[src/rtl/adc_pkg.sv]
package adc_pkg;
  typedef enum logic [1:0] {
    LN_IDLE = 2'd0,
    LN_DMY  = 2'd1,
    LN_INS  = 2'd2
  } lane_st_e;

  localparam logic [31:0] DMY_OP_A = 32'hDEADBEEF;
  localparam logic [31:0] DMY_OP_B = 32'hCAFEF00D;
endpackage

[src/rtl/adc_lane.sv]
module adc_lane
  import adc_pkg::*;
#(
  parameter int WORD_W     = 32,
  parameter bit COUNT_DISP = 1'b1
) (
  input  logic              clk_i,
  input  logic              rst_ni,
  input  logic              ins_req_i,
  input  logic [WORD_W-1:0] ins_a_i,
  input  logic [WORD_W-1:0] ins_b_i,
  input  logic              dmy_try_i,
  input  logic              ack_i,
  output logic              req_o,
  output logic [WORD_W-1:0] a_o,
  output logic [WORD_W-1:0] b_o,
  output logic              gnt_o,
  output logic              dmy_issue_o,
  output logic              dmy_busy_o,
  output logic              dmy_done_o,
  output logic              ins_done_o,
  output logic              disp_done_o
);
  lane_st_e          st_q, st_d;
  logic [WORD_W-1:0] a_q, b_q, a_d, b_d;
  logic              disp_q, disp_d;
  logic              free;

  // lane can take a new op in the cycle its current op is acknowledged
  assign free        = (st_q == LN_IDLE) | ack_i;
  assign gnt_o       = free & ins_req_i;
  assign dmy_issue_o = free & ~ins_req_i & dmy_try_i;
  assign dmy_done_o  = (st_q == LN_DMY) & ack_i;
  assign ins_done_o  = (st_q == LN_INS) & ack_i;
  assign disp_done_o = ins_done_o & disp_q;
  assign dmy_busy_o  = (st_q == LN_DMY);
  assign req_o       = (st_q != LN_IDLE);
  assign a_o         = a_q;
  assign b_o         = b_q;

  always_comb begin
    st_d   = st_q;
    a_d    = a_q;
    b_d    = b_q;
    disp_d = disp_q;
    if (free) begin
      if (ins_req_i) begin
        st_d   = LN_INS;
        a_d    = ins_a_i;
        b_d    = ins_b_i;
        disp_d = COUNT_DISP & dmy_done_o;
      end else if (dmy_try_i) begin
        st_d   = LN_DMY;
        a_d    = WORD_W'(DMY_OP_A);
        b_d    = WORD_W'(DMY_OP_B);
        disp_d = 1'b0;
      end else begin
        st_d   = LN_IDLE;
        disp_d = 1'b0;
      end
    end
  end

  always_ff @(posedge clk_i or negedge rst_ni) begin
    if (!rst_ni) begin
      st_q   <= LN_IDLE;
      a_q    <= '0;
      b_q    <= '0;
      disp_q <= 1'b0;
    end else begin
      st_q   <= st_d;
      a_q    <= a_d;
      b_q    <= b_d;
      disp_q <= disp_d;
    end
  end
endmodule

[src/rtl/adc_rr.sv]
module adc_rr #(
  parameter int N = 2
) (
  input  logic         clk_i,
  input  logic         rst_ni,
  input  logic         active_i,
  input  logic [N-1:0] dmy_issue_i,
  input  logic [N-1:0] dmy_done_i,
  output logic [N-1:0] dmy_try_o
);
  localparam int PW = (N > 1) ? $clog2(N) : 1;

  logic [PW-1:0] ptr_q;
  logic          pend_q, pend_n;

  // token freed in the completion cycle so the next dummy starts without a gap
  assign pend_n = pend_q & ~(|dmy_done_i);

  for (genvar k = 0; k < N; k++) begin : g_try
    assign dmy_try_o[k] = active_i & ~pend_n & (ptr_q == PW'(k));
  end

  always_ff @(posedge clk_i or negedge rst_ni) begin
    if (!rst_ni) begin
      ptr_q  <= '0;
      pend_q <= 1'b0;
    end else if (|dmy_issue_i) begin
      ptr_q  <= (ptr_q == PW'(N - 1)) ? '0 : ptr_q + PW'(1);
      pend_q <= 1'b1;
    end else begin
      pend_q <= pend_n;
    end
  end
endmodule

[src/rtl/adc_acc.sv]
module adc_acc #(
  parameter int N      = 2,
  parameter int WORD_W = 32
) (
  input  logic                clk_i,
  input  logic                rst_ni,
  input  logic [N-1:0]        dmy_done_i,
  input  logic [N-1:0]        disp_done_i,
  input  logic                rd_en_i,
  input  logic                rd_hi_i,
  output logic [WORD_W-1:0]   rd_data_o,
  output logic [2*WORD_W-1:0] cnt_o
);
  localparam int CW = 2 * WORD_W;
  localparam int IW = $clog2(2 * N + 1);

  logic [CW-1:0]     cnt_q;
  logic [IW-1:0]     inc;
  logic [WORD_W-1:0] lo_cap_q;
  logic              lo_cap_v_q;

  always_comb begin
    inc = '0;
    for (int k = 0; k < N; k++) begin
      inc = inc + IW'(dmy_done_i[k]) + IW'(disp_done_i[k]);
    end
  end

  always_ff @(posedge clk_i or negedge rst_ni) begin
    if (!rst_ni) cnt_q <= '0;
    else         cnt_q <= cnt_q + CW'(inc);
  end

  always_ff @(posedge clk_i or negedge rst_ni) begin
    if (!rst_ni) begin
      rd_data_o  <= '0;
      lo_cap_q   <= '0;
      lo_cap_v_q <= 1'b0;
    end else if (rd_en_i) begin
      if (rd_hi_i) begin
        rd_data_o  <= cnt_q[CW-1:WORD_W];
        lo_cap_q   <= cnt_q[WORD_W-1:0];
        lo_cap_v_q <= 1'b1;
      end else begin
        rd_data_o  <= lo_cap_v_q ? lo_cap_q : cnt_q[WORD_W-1:0];
        lo_cap_v_q <= 1'b0;
      end
    end
  end

  assign cnt_o = cnt_q;
endmodule

[src/rtl/adder_cycle_counter.sv]
module adder_cycle_counter #(
  parameter int N_ADDERS = 2,
  parameter int N_HARTS  = 2,
  parameter int WORD_W   = 32
) (
  input  logic                         clk_i,
  input  logic                         rst_ni,
  input  logic [N_HARTS-1:0]           hart_busy_i,
  input  logic [N_ADDERS-1:0]          ins_req_i,
  input  logic [N_ADDERS*WORD_W-1:0]   ins_a_i,
  input  logic [N_ADDERS*WORD_W-1:0]   ins_b_i,
  output logic [N_ADDERS-1:0]          ins_gnt_o,
  output logic [N_ADDERS-1:0]          ins_done_o,
  output logic [N_ADDERS-1:0]          add_req_o,
  output logic [N_ADDERS*WORD_W-1:0]   add_a_o,
  output logic [N_ADDERS*WORD_W-1:0]   add_b_o,
  input  logic [N_ADDERS-1:0]          add_ack_i,
  input  logic                         rd_en_i,
  input  logic                         rd_hi_i,
  output logic [WORD_W-1:0]            rd_data_o
);
  localparam bit MULTI = (N_ADDERS > 1);

  logic [N_ADDERS-1:0] dmy_try, dmy_issue, dmy_busy, dmy_done, disp_done;
  logic [2*WORD_W-1:0] cnt;
  logic                active;

  assign active = |hart_busy_i;

  for (genvar k = 0; k < N_ADDERS; k++) begin : g_lane
    adc_lane #(
      .WORD_W    (WORD_W),
      .COUNT_DISP(MULTI)
    ) u_lane (
      .clk_i      (clk_i),
      .rst_ni     (rst_ni),
      .ins_req_i  (ins_req_i[k]),
      .ins_a_i    (ins_a_i[k*WORD_W +: WORD_W]),
      .ins_b_i    (ins_b_i[k*WORD_W +: WORD_W]),
      .dmy_try_i  (dmy_try[k]),
      .ack_i      (add_ack_i[k]),
      .req_o      (add_req_o[k]),
      .a_o        (add_a_o[k*WORD_W +: WORD_W]),
      .b_o        (add_b_o[k*WORD_W +: WORD_W]),
      .gnt_o      (ins_gnt_o[k]),
      .dmy_issue_o(dmy_issue[k]),
      .dmy_busy_o (dmy_busy[k]),
      .dmy_done_o (dmy_done[k]),
      .ins_done_o (ins_done_o[k]),
      .disp_done_o(disp_done[k])
    );
  end

  adc_rr #(.N(N_ADDERS)) u_rr (
    .clk_i      (clk_i),
    .rst_ni     (rst_ni),
    .active_i   (active),
    .dmy_issue_i(dmy_issue),
    .dmy_done_i (dmy_done),
    .dmy_try_o  (dmy_try)
  );

  adc_acc #(.N(N_ADDERS), .WORD_W(WORD_W)) u_acc (
    .clk_i      (clk_i),
    .rst_ni     (rst_ni),
    .dmy_done_i (dmy_done),
    .disp_done_i(disp_done),
    .rd_en_i    (rd_en_i),
    .rd_hi_i    (rd_hi_i),
    .rd_data_o  (rd_data_o),
    .cnt_o      (cnt)
  );
endmodule

[config.mk]
export PLATFORM = sky130hd
export DESIGN_NAME = adder_cycle_counter
export DESIGN_NICKNAME = d
export VERILOG_FILES = /design/src/rtl/adc_pkg.sv /design/src/rtl/adc_lane.sv /design/src/rtl/adc_rr.sv /design/src/rtl/adc_acc.sv /design/src/rtl/adder_cycle_counter.sv
export SDC_FILE = /design/constraint.sdc
export NUM_CORES = 1
export LEC_CHECK = 0
export CAP_MARGIN = 40
export CORE_ASPECT_RATIO = 1.2
export CORE_MARGIN = 5
export CORE_UTILIZATION = 63
export CTS_CLUSTER_SIZE = 14
export DETAILED_ROUTE_END_ITERATION = 10
export DONT_BUFFER_PORTS = 1
export PLACE_DENSITY = 0.79
export SYNTH_ARGS = -nofsm -noshare
export SYNTH_HDL_FRONTEND = slang
export SYNTH_SLANG_ARGS = --single-unit
[constraint.sdc]
create_clock -name clk_i -period 4.1 [get_ports clk_i]
set_clock_uncertainty 0.05 [all_clocks]
set_input_delay 0.82 -clock clk_i [delete_from_list [all_inputs] [get_ports clk_i]]
set_output_delay 0.82 -clock clk_i [all_outputs]
set_load 0.005 [all_outputs]
; ---- After elaboration in Yosys (flattened, before gate mapping)
; Cells that the tools add are included.
[classes]
addsub = 5
eq_ne = 4
mux = 19
bitwise = 23
n_reduce_logical = 12
[op_table]
columns = op, n
row1 = two-way mux 32 bit, 10
row2 = adder 64 x 3 -> 64 bit, 1
row3 = AND 1 bit, 16
row4 = nonzero test 2 bit, 4
row5 = two-way mux 1 bit, 7
row6 = adder 3 x 1 -> 3 bit, 2
row7 = AND reduction 2 bit, 3
row8 = OR reduction 2 bit, 3
row9 = NOT 1 bit, 5
row10 = == test 2 x 1 -> 1 bit (second input constant), 2
row11 = == test 2 bit (second input constant), 2
row12 = logical NOT 2 bit, 2
row13 = two-way mux 2 bit, 2
row14 = adder 1 x 1 -> 2 bit, 1
row15 = bitwise OR 1 bit, 2
row16 = adder 1 bit (second input constant), 1
[word_totals]
ff_bits = 265
inputBits = 138
elab_cells = 77

; ---- Depth between registers and ports, before layout
; Gate-level depths: netlist (run 1).
[logic_depth]
depth_word = 11
mapped_depth = 15

; ---- Hierarchy
; Synthesis (run 1) repeated with hierarchy kept, for this count alone.
[unflattened]
hier_cells = 880
hier_area_um2 = 11232.0
[modules_own_cells]
columns = mod, n_inst, cells_per_inst, area_each_um2, seq_area_each_um2
row1 = adc_acc, 1, 541, 6163.4, 3228.1
row2 = adc_lane, 2, 165, 2486.1, 1676.6
row3 = adc_rr, 1, 8, 90.1, 50.0
row4 = adder_cycle_counter, 1, 1, 6.3, 0.0

; ---- Least setup slack after synthesis (run 1)
; OpenSTA, ideal clock, no wires.
[synth_path]
path_kind = input to register
from = in add_ack_i[0]
to = reg u_acc.cnt_q[52], in the netlist u_acc.cnt_o[52]
setup_time_ns = 0.125
arrival_ns = 3.907
t_required_ns = 3.925
path_slack_ns = 0.018
cell_stages = 15
n_path_buf = 0
cell_sequence = nand2_1 > nor2_1 > and2_1 > ha_1 > inv_1 > fa_1 > inv_1 > ha_1 > inv_1 > fa_1 > nand2b_2 > a2111o_4 > nor4_4 > nand4_1 > xnor2_1
[synth_via]
elab_chain_len = 6
[synth_rtl]
columns = element, line_no
row1 = from (decl), adder_cycle_counter.sv:17  ; input logic [N_ADDERS-1:0] add_ack_i,
row2 = AND 1 bit, adc_lane.sv:34  ; assign ins_done_o = (st_q == LN_INS) & ack_i;
row3 = named net g_lane[0].u_lane.ins_done_o, adc_lane.sv:21  ; output logic ins_done_o,
row4 = AND 1 bit, adc_lane.sv:35  ; assign disp_done_o = ins_done_o & disp_q;
row5 = adder 1 x 1 -> 2 bit, adc_acc.sv:25  ; inc = inc + IW'(dmy_done_i[k]) + IW'(disp_done_i[k]);
row6 = adder 3 x 1 -> 3 bit (2 in a row), adc_acc.sv:25
row7 = adder 64 x 3 -> 64 bit, adc_acc.sv:31  ; else cnt_q <= cnt_q + CW'(inc);
row8 = to (signal assigned), adc_acc.sv:31
row9 = to (decl), adc_acc.sv:17  ; logic [CW-1:0] cnt_q;
; The timed path passes the listed nets, and every way through them passes these cells.
; A chain may end at the register's enable or synchronous reset.

; ---- Worst setup path in the final report (run 1)
[layout_path]
from = reg g_lane[0].u_lane.st_q[1]
to = reg u_acc.cnt_q[60], in the netlist u_acc.cnt_o[60]
[layout_via]
elab_chain_len = 7
[layout_rtl]
columns = element, line_no
row1 = from (decl), adc_lane.sv:24  ; lane_st_e st_q, st_d;
row2 = from (signal assigned), adc_lane.sv:71  ; st_q <= st_d;
row3 = == test 2 bit, adc_lane.sv:34
row4 = AND 1 bit, adc_lane.sv:34
row5 = AND 1 bit, adc_lane.sv:35
row6 = adder 1 x 1 -> 2 bit *, adc_acc.sv:25
row7 = adder 3 x 1 -> 3 bit * (2 in a row), adc_acc.sv:25
row8 = adder 64 x 3 -> 64 bit *, adc_acc.sv:31
; Mark *: on every way between the ends. The rest lies on a longest branch, timed or not.

==> impl_metrics.ini, run 1 <==
[die]
ioPinCount = 304
core_um2 = 17400
die-area_um2 = 20400
die_h_um = 156
die_x_um = 131
num_rows = 53
initial_core_util_pct = 63.8

[setup_path]
reg2regPathDepth = 16
crit_path_start_kind = flop
critPathMaxFanout = 7
path_cells = nand2_1 -> nor2_1 -> and2_1 -> ha_1 -> inv_1 -> fa_1 -> inv_1 -> ha_1 -> inv_1 -> fa_1 -> nand2b_2 -> a2111o_4 -> nor4_4 -> buf_4 -> nand4_1 -> xnor2_1
cp_slowest_cell = a2111o_4
reg2reg_slack_ns = 0.22
crit_type = flop to flop
r2r_end = u_acc.cnt_o[60]
cp.arrival_ns = 4.23
end_kind = flop
crit_top_cell = inv_1
timing.critical_path.slowest_cell_delay_ns = 0.52
reg2reg_from = g_lane[0].u_lane.st_q[1]
critPathRequiredTime_ns = 4.46

[synthesis]
synth_compound_area_share_pct = 13.3
synth_mux_area_share_pct = 9.06
synthAdderAreaFrac_pct = 0.922
netlist_area_um2 = 11100
ys_seq_area_share_pct = 59.6
postSynth.asyncResetShare_pct = 100
synth-simple-area-share_pct = 9.47
synth_cell_types = 47
synthCells = 882
synth_edf_count = 0
ys_ff_latch = 265
synth_top_family_by_area = compound AO/OA/AOI/OAI gates
synthFlopType = dfrtp_1
ys_warn_count = 0
syn-num-nets = 1027
syn_area_per_cell_um2 = 12.6
synth-xor-area-share_pct = 4.88

[sta]
slew_viol_final = 0
fin_crit_ns = 3.88
hold_ws_ns = -0.0543
relSlewSlack_pct = 40.7
setup_violations = 0
report.final.hold_viol_count = 207
tightest_slew_ns = 0.881
fmaxAchievable_ghz = 0.258
rsz0062_at_grt = false
period_share_pct = 94.6

[run_status]
outcome = complete, but fails checks
violations = negative hold slack

[final_layout]
final_core_util_pct = 69.9
areaGrowthSynthToFinish_pct = 9.65
drive_above_1_share_pct = 15.8
antenna_cells = 0
stdcell_count = 1116
finish.instance_area_um2 = 12200
final_net_count = 1025

[place]
port_buffers = 0
dp.cells = 1072
place_congestion = 0.865
placed_area_um2 = 11400
dp_hpwl_mm = 18.8

[grt]
grt_max_degree = 266
grt_first_pass_wirelength_mm = 42.1
grt_usage_pct = 25.3
overflow = 0
grt_pass1_vias = 7656
antenna_found_initial = 0

[routing]
ant_nets = 0
wl_per_cell_um = 23.8
avgViaCountPerCell = 6.47
wl_mm = 26.6
first_pass_iters = 4
vias = 7220
drc = 0
first_iter_violations = 505

[power_and_ir_drop]
power_mw = 6.01
powerDensity_nw_per_um2 = 493
max-vdd-ir-drop_v = 0.000341
p_leak_nw = 5.60

[flow_run]
cap_violations = 0

[clocking]
cts-root-buf = clkbuf_16
clk_pin_slew_ns = 0.07
cts_buffer_depth = 3
cts_tree = done
cts.sinks = 265
htree_levels = 1
cts_buffers = 25
clock_latency_ns = 0.53

[hold_path]
hold_path.class = input port to asynchronous set/reset pin
==> per-layer routing <==
layer / part of all wire (%) / up-vias / GRT usage [%]
met5: 0 / - / 0
met4: 3.2 / 0 / 8.57
met3: 7.9 / 57 / 6.97
met2: 53 / 292 / 44.7
met1: 36 / 3681 / 30.2
li1: - / 3190 / -
==> state kept, by name (all words and copies together) (netlist names) <==
signal,count
u_rr.pend_q,1
g_lane.u_lane.b_o,64
u_acc.lo_cap_q,32
g_lane.u_lane.st_q,4
u_acc.cnt_o,64
g_lane.u_lane.disp_q,2
u_acc.lo_cap_v_q,1
u_rr.ptr_q,1
u_acc.rd_data_o,32
g_lane.u_lane.a_o,64
==> cell type report <==
class / count / area [um2]
flip-flops and latches: 265 / 6630
multi-input cells: 543 / 4190
fillers: 1211 / 5240
well taps: 220 / 275
inverters: 20 / 75.1
repair buffers: 25 / 208
clock inverters: 4 / 48.8
clock buffers: 39 / 768
==> through the flow <==
stage	setup TNS (ns)	setup slack [ns]	hold WS, ns
CTS	0	0.134	-0.0736
detailed placement	-2.40	-0.218	0.426
finish	0	0.223	-0.0543
floorplan	0	0.0184	0.391
global route	0	0.00857	-0.0734
global placement	-0.352	-0.0629	0.414
==> power breakdown <==
group / switching (mW) / internal, mW / total [mW]
clock network: 0.941 / 1.34 / 2.28
logic: 0.226 / 0.265 / 0.491
registers: 0.307 / 2.93 / 3.24
total: 1.47 / 4.54 / 6.01
==> worst max-delay path: cells and delay by family (launching register included) <==
family                     cells  cell delay [ns]
AOI/OAI and AO/OA              1             0.52
xor gates and xnor gates       1             0.16
adders and majority gates      4             1.27
buffers and inverters          4             0.42
DFF                            1             0.43
and+or+nand+nor                6             0.91
==> synth_stat cells, types with 5 or more instances <==
cell type | count | area [um2]
a22o_1 | 47 | 412
mux2i_1 | 32 | 320
nand4_1 | 26 | 163
inv_1 | 20 | 75.1
buf_1 | 9 | 33.8
mux2_2 | 61 | 687
nand2_1 | 67 | 251
o21ai_0 | 41 | 205
nor2_1 | 27 | 101
and2_1 | 5 | 31.3
clkbuf_1 | 35 | 131
ha_1 | 5 | 62.6
xnor2_1 | 36 | 315
nor4_1 | 7 | 43.8
nor3_1 | 10 | 50.1
dfrtp_1 | 265 | 6630
xor2_1 | 26 | 228
buf_4 | 6 | 45.0
nand3_1 | 20 | 100
and3_1 | 9 | 56.3
o22a_1 | 84 | 736
==> cells in the final DEF, fill, tap and decap left out, types with 4 or more instances in the layout <==
cell,synthesis,routed
nor3_1,10,9
and4_1,4,4
and3_1,9,9
ha_1,5,5
nor4_1,7,7
clkbuf_1,35,5
and2_1,5,5
xnor2_1,36,36
clkbuf_8,0,9
a22o_1,47,47
nand2_1,67,66
dfrtp_1,265,265
buf_4,6,24
o21ai_0,41,39
nand3_1,20,20
o22a_1,84,84
mux2i_1,32,32
nor2_1,27,26
mux2_2,61,61
nand4_1,26,26
inv_1,20,20
clkbuf_16,0,25
xor2_1,26,26
or2_2,4,4
==> worst max-delay path by stage <==
stage,startpoint,endpoint,depth (start not counted)
global route,g_lane[0].u_lane.st_q[1],u_acc.cnt_o[48],16
finish,g_lane[0].u_lane.st_q[1],u_acc.cnt_o[60],16
floorplan,add_ack_i[0],u_acc.cnt_o[52],15
global placement,add_ack_i[0],u_acc.cnt_o[22],16
detailed placement,add_ack_i[0],u_acc.cnt_o[22],16
CTS,g_lane[0].u_lane.st_q[1],u_acc.cnt_o[22],16
==> logic make-up after synthesis <==
| group | after synthesis |
|---|---|
| compound gates | 186 |
| flops | 265 |
| mux | 93 |
| buf+inv | 74 |
| fa+ha+maj | 7 |
| xor+xnor | 62 |
| simple gates | 195 |
==> repair_timing <==
action	4_1_cts	5_1_grt
resized for setup	0	1
setup endpoints to repair	0	9
buffers inserted	0	1
endpoints found under the hold margin	265	265
No activity file was read; power rests on OpenSTA's default activity.
==> run 2: changes to the inputs <==
--- a/config.mk
+++ b/config.mk
@@ -5,14 +5,15 @@
 export SDC_FILE = /design/constraint.sdc
 export NUM_CORES = 1
 export LEC_CHECK = 0
+export ABC_AREA = 1
 export CAP_MARGIN = 40
 export CORE_ASPECT_RATIO = 1.2
 export CORE_MARGIN = 5
-export CORE_UTILIZATION = 63
+export CORE_UTILIZATION = 60
 export CTS_CLUSTER_SIZE = 14
 export DETAILED_ROUTE_END_ITERATION = 10
 export DONT_BUFFER_PORTS = 1
-export PLACE_DENSITY = 0.79
+export PLACE_DENSITY = 0.76
 export SYNTH_ARGS = -nofsm -noshare
 export SYNTH_HDL_FRONTEND = slang
 export SYNTH_SLANG_ARGS = --single-unit
==> impl_metrics.ini, run 2 <==
[run_status]
outcome = complete, but fails checks
violations = negative hold slack

[synthesis]
synth.area.top_cells = dfrtp_1 (52%), nand2_1 (16%), nand3_1 (7.6%)
synthFlopType = dfrtp_1
netlist_area_um2 = 12800
yosysMostFrequentCell = nand2_1
yosys.area.top_type = dfrtp_1
syn-num-nets = 1701
netlist.area_leader.share_pct = 51.6
ys_ff_latch = 265
synthCells = 1556
ys_warn_count = 0
synth_common_cells = nand2_1 (531), dfrtp_1 (265), nand3_1 (195), nor2_1 (118), inv_1 (86)
ys_seq_area_share_pct = 51.6
postSynth.asyncResetShare_pct = 100
synth_edf_count = 0
syn_area_per_cell_um2 = 8.25
synth_cell_types = 38

[power_and_ir_drop]
p_sw_share_pct = 30.1
netSwitchingPower_mw = 2.19
max-vdd-ir-drop_v = 0.000470
seqPwrFrac_pct = 51.2
power_mw = 7.29
powerDensity_nw_per_um2 = 525
clkPwrFrac_pct = 35.2
p_leak_nw = 6.89
comb_power_share_pct = 13.6
intPower_mw = 5.09

[sta]
hold_ws_ns = -0.0683
setup_violations = 0
tightest_slew_ns = 0.735
report.final.hold_viol_count = 66
relSlewSlack_pct = 51.0
period_share_pct = 81.2
fmaxAchievable_ghz = 0.300
fin_ws_ns = 0.769
fin_crit_ns = 3.33
slew_viol_final = 0
rsz0062_at_grt = false
setup_tns_ns = 0

[place]
port_buffers = 0
dp_slack_ns = 0.391
place_congestion = 0.963
dp_hpwl_mm = 25.9

[setup_path]
crit_type = flop to flop
end_kind = flop
crit_path_start_kind = flop
critPathMaxFanout = 7
cp.arrival_ns = 3.70
critPathRequiredTime_ns = 4.47

[clocking]
htree_levels = 1
clock_latency_ns = 0.53
cts_buffers = 27
post_cts_resized = 0
cts_tree = done
cts_buffer_depth = 3
clk_pin_slew_ns = 0.06
cts-root-buf = clkbuf_16
cts.sinks = 265
cts_setup_buffers = 0

[routing]
avgViaCountPerCell = 5.78
vias = 10500
first_pass_iters = 5
drc = 0
wl_per_cell_um = 19.6
ant_nets = 0
first_iter_violations = 758
wl_mm = 35.5

[die]
die_x_um = 144
ioPinCount = 304
initial_core_util_pct = 61.0
core_um2 = 21000
die_h_um = 170
die-area_um2 = 24400
num_rows = 58

[grt]
overflow = 0
antenna_found_initial = 2
grt_usage_pct = 29.2
grt.busiest_layer = met2
use_met2_pct = 48.6
grt_first_pass_wirelength_mm = 56.9
met1_usage_pct = 36.4
grt_max_degree = 266
grt_pass1_vias = 10600
grtUsageMet3_pct = 7.42

[final_layout]
final_common_cell = nand2_1
final_net_count = 1663
final_core_util_pct = 65.9
areaGrowthSynthToFinish_pct = 7.99
final_cell_mix = nand2_1 (529), dfrtp_1 (265), nand3_1 (195)
drive_above_1_share_pct = 9.56

[hold_path]
hold_path.class = input port to asynchronous set/reset pin

[flow_run]
cap_violations = 0
run 2: cell types whose count changed after synthesis, sizes merged, moves of 12 or more:
cell    previous run  this run
mux2i             32         0
a21oi              2        21
buf               19        51
nand3b             2        14
or2                5        43
inv               20        87
nand2             67       537
nand3             20       197
nor2              27       129
mux2              61        19
o22a              84        19
xnor2             36         7
a22o              47         0
run 2: logic make-up (layout without fill, tap and decap cells):
logic type                 Yosys count  after routing  share of synthesized area [%]
DFF                                265            265                           51.6
buffers and inverters              167            149                           5.45
and+or+nand+nor                    960            960                           33.0
other                                0              2                              0
adders and majority gates            7              7                          0.799
AOI/OAI and AO/OA                  101            101                           4.97
muxes                               19             19                           1.67
xor gates and xnor gates            37             37                           2.52
run 2: path summary, 6_finish.rpt:
check,startpoint,to,slack [ns],depth (start not counted)
setup / recovery,g_lane[0].u_lane.st_q[0],u_acc.cnt_o[62],0.77,14
hold / removal,rst_ni,u_acc.rd_data_o[29],-0.07,0
setup reg to reg,g_lane[0].u_lane.st_q[0],u_acc.cnt_o[62],0.77,14
hold reg to reg,u_acc.lo_cap_q[30],u_acc.lo_cap_q[30],0.44,2
max in group asynchronous,rst_ni,u_acc.rd_data_o[20],3.44,0
min in group clk_i,add_ack_i[1],g_lane[1].u_lane.st_q[1],0.33,1
run 2: cell type report:
type,count,area [um2]
flip-flops and latches,265,6630
diodes,2,5.00
clock buffers,40,795
inverters,87,327
repair buffers,13,118
well taps,270,338
multi-input cells,1124,5520
clock inverters,9,139
fillers,1757,7180
run 2: power by group through the flow:
stage / Combinational [mW] / Clock, mW / Sequential, mW
after CTS: 1.00 / 2.61 / 3.74
after floorplan: 0.873 / 0 / 3.55
final: 0.990 / 2.57 / 3.73
after detailed placement: 1.01 / 0 / 3.77
after global placement: 0.947 / 0 / 3.77
after global routing: 1.16 / 2.72 / 3.80
run 2: per-stage QoR:
stage	hold WS [ns]	std cells	instance area [um2]
global placement	0.406	1758	12900
CTS	-0.0864	1808	13900
detailed placement	0.424	1759	12900
finish	-0.0683	1810	13900
floorplan	0.391	1556	12800
global route	-0.0922	1810	13900
run 2: worst max-delay path, stage by stage, from the launching register on:
cell and delay (ns):
dfrtp_1 0.41, nor4_1 0.31, ha_1 0.27, inv_1 0.07, fa_1 0.40, inv_1 0.06
ha_1 0.17, inv_1 0.07, fa_1 0.45, o21ai_4 0.37, nand2_4 0.15, nor2_4 0.18
nand2_4 0.08, o21ai_1 0.12, nand2_1 0.06
run 2: metal layers:
layer	up-vias	routed length [um]
met1	5004	13200
met4	0	1640
li1	4920	-
met3	110	2930
met5	-	0
met2	429	17700
==> run 3: changes to the inputs <==
--- a/config.mk
+++ b/config.mk
@@ -9,7 +9,7 @@
 export CAP_MARGIN = 40
 export CORE_ASPECT_RATIO = 1.2
 export CORE_MARGIN = 5
-export CORE_UTILIZATION = 60
+export CORE_UTILIZATION = 58
 export CTS_CLUSTER_SIZE = 14
 export DETAILED_ROUTE_END_ITERATION = 10
 export DONT_BUFFER_PORTS = 1
==> constraint.sdc (replaced) <==
create_clock -name clk_i -period 2.84 [get_ports clk_i]
set_clock_uncertainty 0.05 [all_clocks]
set_input_delay 0.568 -clock clk_i [delete_from_list [all_inputs] [get_ports clk_i]]
set_output_delay 0.568 -clock clk_i [all_outputs]
set_load 0.005 [all_outputs]
==> impl_metrics.ini, run 3 (synthesized netlist as in run 2, its figures left out) <==
[power_and_ir_drop]
max-vdd-ir-drop_v = 0.000590
netSwitchingPower_mw = 3.27
intPower_mw = 7.50
comb_power_share_pct = 14.9
p_leak_nw = 7.18
seqPwrFrac_pct = 50.2
powerDensity_nw_per_um2 = 742
clkPwrFrac_pct = 35.0
p_sw_share_pct = 30.4

[clocking]
cts_buffer_depth = 3
clk_pin_slew_ns = 0.06
htree_levels = 1
cts_tree = done
cts-root-buf = clkbuf_16
cts.sinks = 265
clock_latency_ns = 0.54
cts_buffers = 27

[sta]
tightest_slew_ns = 0.970
relSlewSlack_pct = 35.3
report.final.hold_viol_count = 265
rsz0062_at_grt = true
slew_viol_final = 0
fin_ws_ns = -0.182
period_share_pct = 106
setup_violations = 34
fin_crit_ns = 3.02
fmaxAchievable_ghz = 0.331
hold_ws_ns = -0.311
setup_tns_ns = -3.19

[setup_path]
critPathRequiredTime_ns = 3.20
reg2reg_slack_ns = -0.18
crit_path_start_kind = flop
reg2reg_from = g_lane[0].u_lane.st_q[0]
crit_type = flop to flop
end_kind = flop
startpoint = g_lane[0].u_lane.st_q[0]
critPathMaxFanout = 6
cp.arrival_ns = 3.38

[final_layout]
finish.instance_area_um2 = 14500
final_cell_mix = nand2_1 (520), dfrtp_1 (265), nand3_1 (188)
final_common_cell = nand2_1
multiInputGateArea_um2 = 5760
regArea_um2 = 6630
drive_above_1_share_pct = 14.6
final_net_count = 1711
areaGrowthSynthToFinish_pct = 13.0
stdcell_count = 1864
fillCellCount = 1794

[routing]
vias = 10700
wl_per_cell_um = 19.9
first_iter_violations = 731
avgViaCountPerCell = 5.76
wl_mm = 37.1
ant_nets = 0
drc = 0
first_pass_iters = 6

[grt]
antenna_found_initial = 3
grt_max_degree = 266
grt_pass1_vias = 10800
overflow = 0
grt_first_pass_wirelength_mm = 58.6
grt_usage_pct = 28.6

[place]
port_buffers = 0
placed_area_um2 = 13300
dp.cells = 1801
place_congestion = 0.977
dp_hpwl_mm = 26.4

[die]
num_rows = 59
ioPinCount = 304
die-area_um2 = 25200
core_um2 = 21800
die_h_um = 173
initial_core_util_pct = 59.0
die_x_um = 146

[flow_run]
cap_violations = 0

[run_status]
violations = negative hold slack, negative setup slack
outcome = complete, but fails checks

[hold_path]
hold_path.class = input port to asynchronous set/reset pin
[run 3: layout make-up]
type | count | share of cell area [%]
Antenna cell | 3 | 0.0517
Timing Repair Buffer | 61 | 3.41
Clock buffer | 40 | 5.34
Sequential cell | 265 | 45.7
Inverter | 87 | 2.34
Clock inverter | 10 | 1.15
Tap cell | 274 | 2.36
Multi-Input combinational cell | 1124 | 39.7
[run 3: critical path: stages, from the launching register on]
cell	delay (ns)
dfrtp_1	0.39
buf_4	0.15
nor4_4	0.13
ha_1	0.27
inv_2	0.06
fa_1	0.41
inv_1	0.08
ha_2	0.18
inv_2	0.04
fa_2	0.36
o21ai_4	0.15
buf_12	0.15
nand2_4	0.08
nor2_4	0.14
nand2_4	0.08
o21ai_2	0.13
nand2_1	0.06
[run 3: path summary, 6_finish.rpt]
kind / end / cells after the start
max in group asynchronous: g_lane[0].u_lane.b_o[8] / 0
max reg2reg: u_acc.cnt_o[62] / 16
min reg2reg: u_acc.lo_cap_q[7] / 2
min in group clk_i: g_lane[1].u_lane.st_q[1] / 1
max: u_acc.cnt_o[62] / 16
min: u_acc.rd_data_o[9] / 0
[run 3: what timing repair did]
action	CTS	global route
setup endpoints to repair	58	60
gates resized for setup	37	10
pin swaps	11	6
endpoints found under the hold margin	265	265
buffers inserted	7	3
[run 3: through the flow]
step | util [%] | power, mW | hold WS, ns | setup slack (ns)
after floorplan | - | 6.39 | 0.222 | -0.154
after global placement | 61.0 | 6.92 | 0.233 | -0.202
after detailed placement | 61.0 | 7.01 | 0.233 | -0.312
after CTS | 66.3 | 10.8 | -0.329 | -0.115
after global routing | 66.6 | 11.3 | -0.329 | -0.303
final | 66.6 | 10.8 | -0.311 | -0.182
[run 3: layer usage]
layer  global-route usage [%]  wire length [um]  vias up
met5                        0                 0        -
met2                     49.3             18600      444
met1                     33.5             13700     5161
met3                     6.75              2800      114
li1                         -                 -     5015
met4                     14.2              2000        0
[run 3: power groups by stage]
stage                     Clock [mW]  Sequential, mW  Combinational, mW
after floorplan                    0            5.12               1.27
after global placement             0            5.45               1.47
after detailed placement           0            5.45               1.56
after CTS                       3.81            5.41               1.60
after global routing            3.98            5.50               1.82
final                           3.76            5.40               1.60
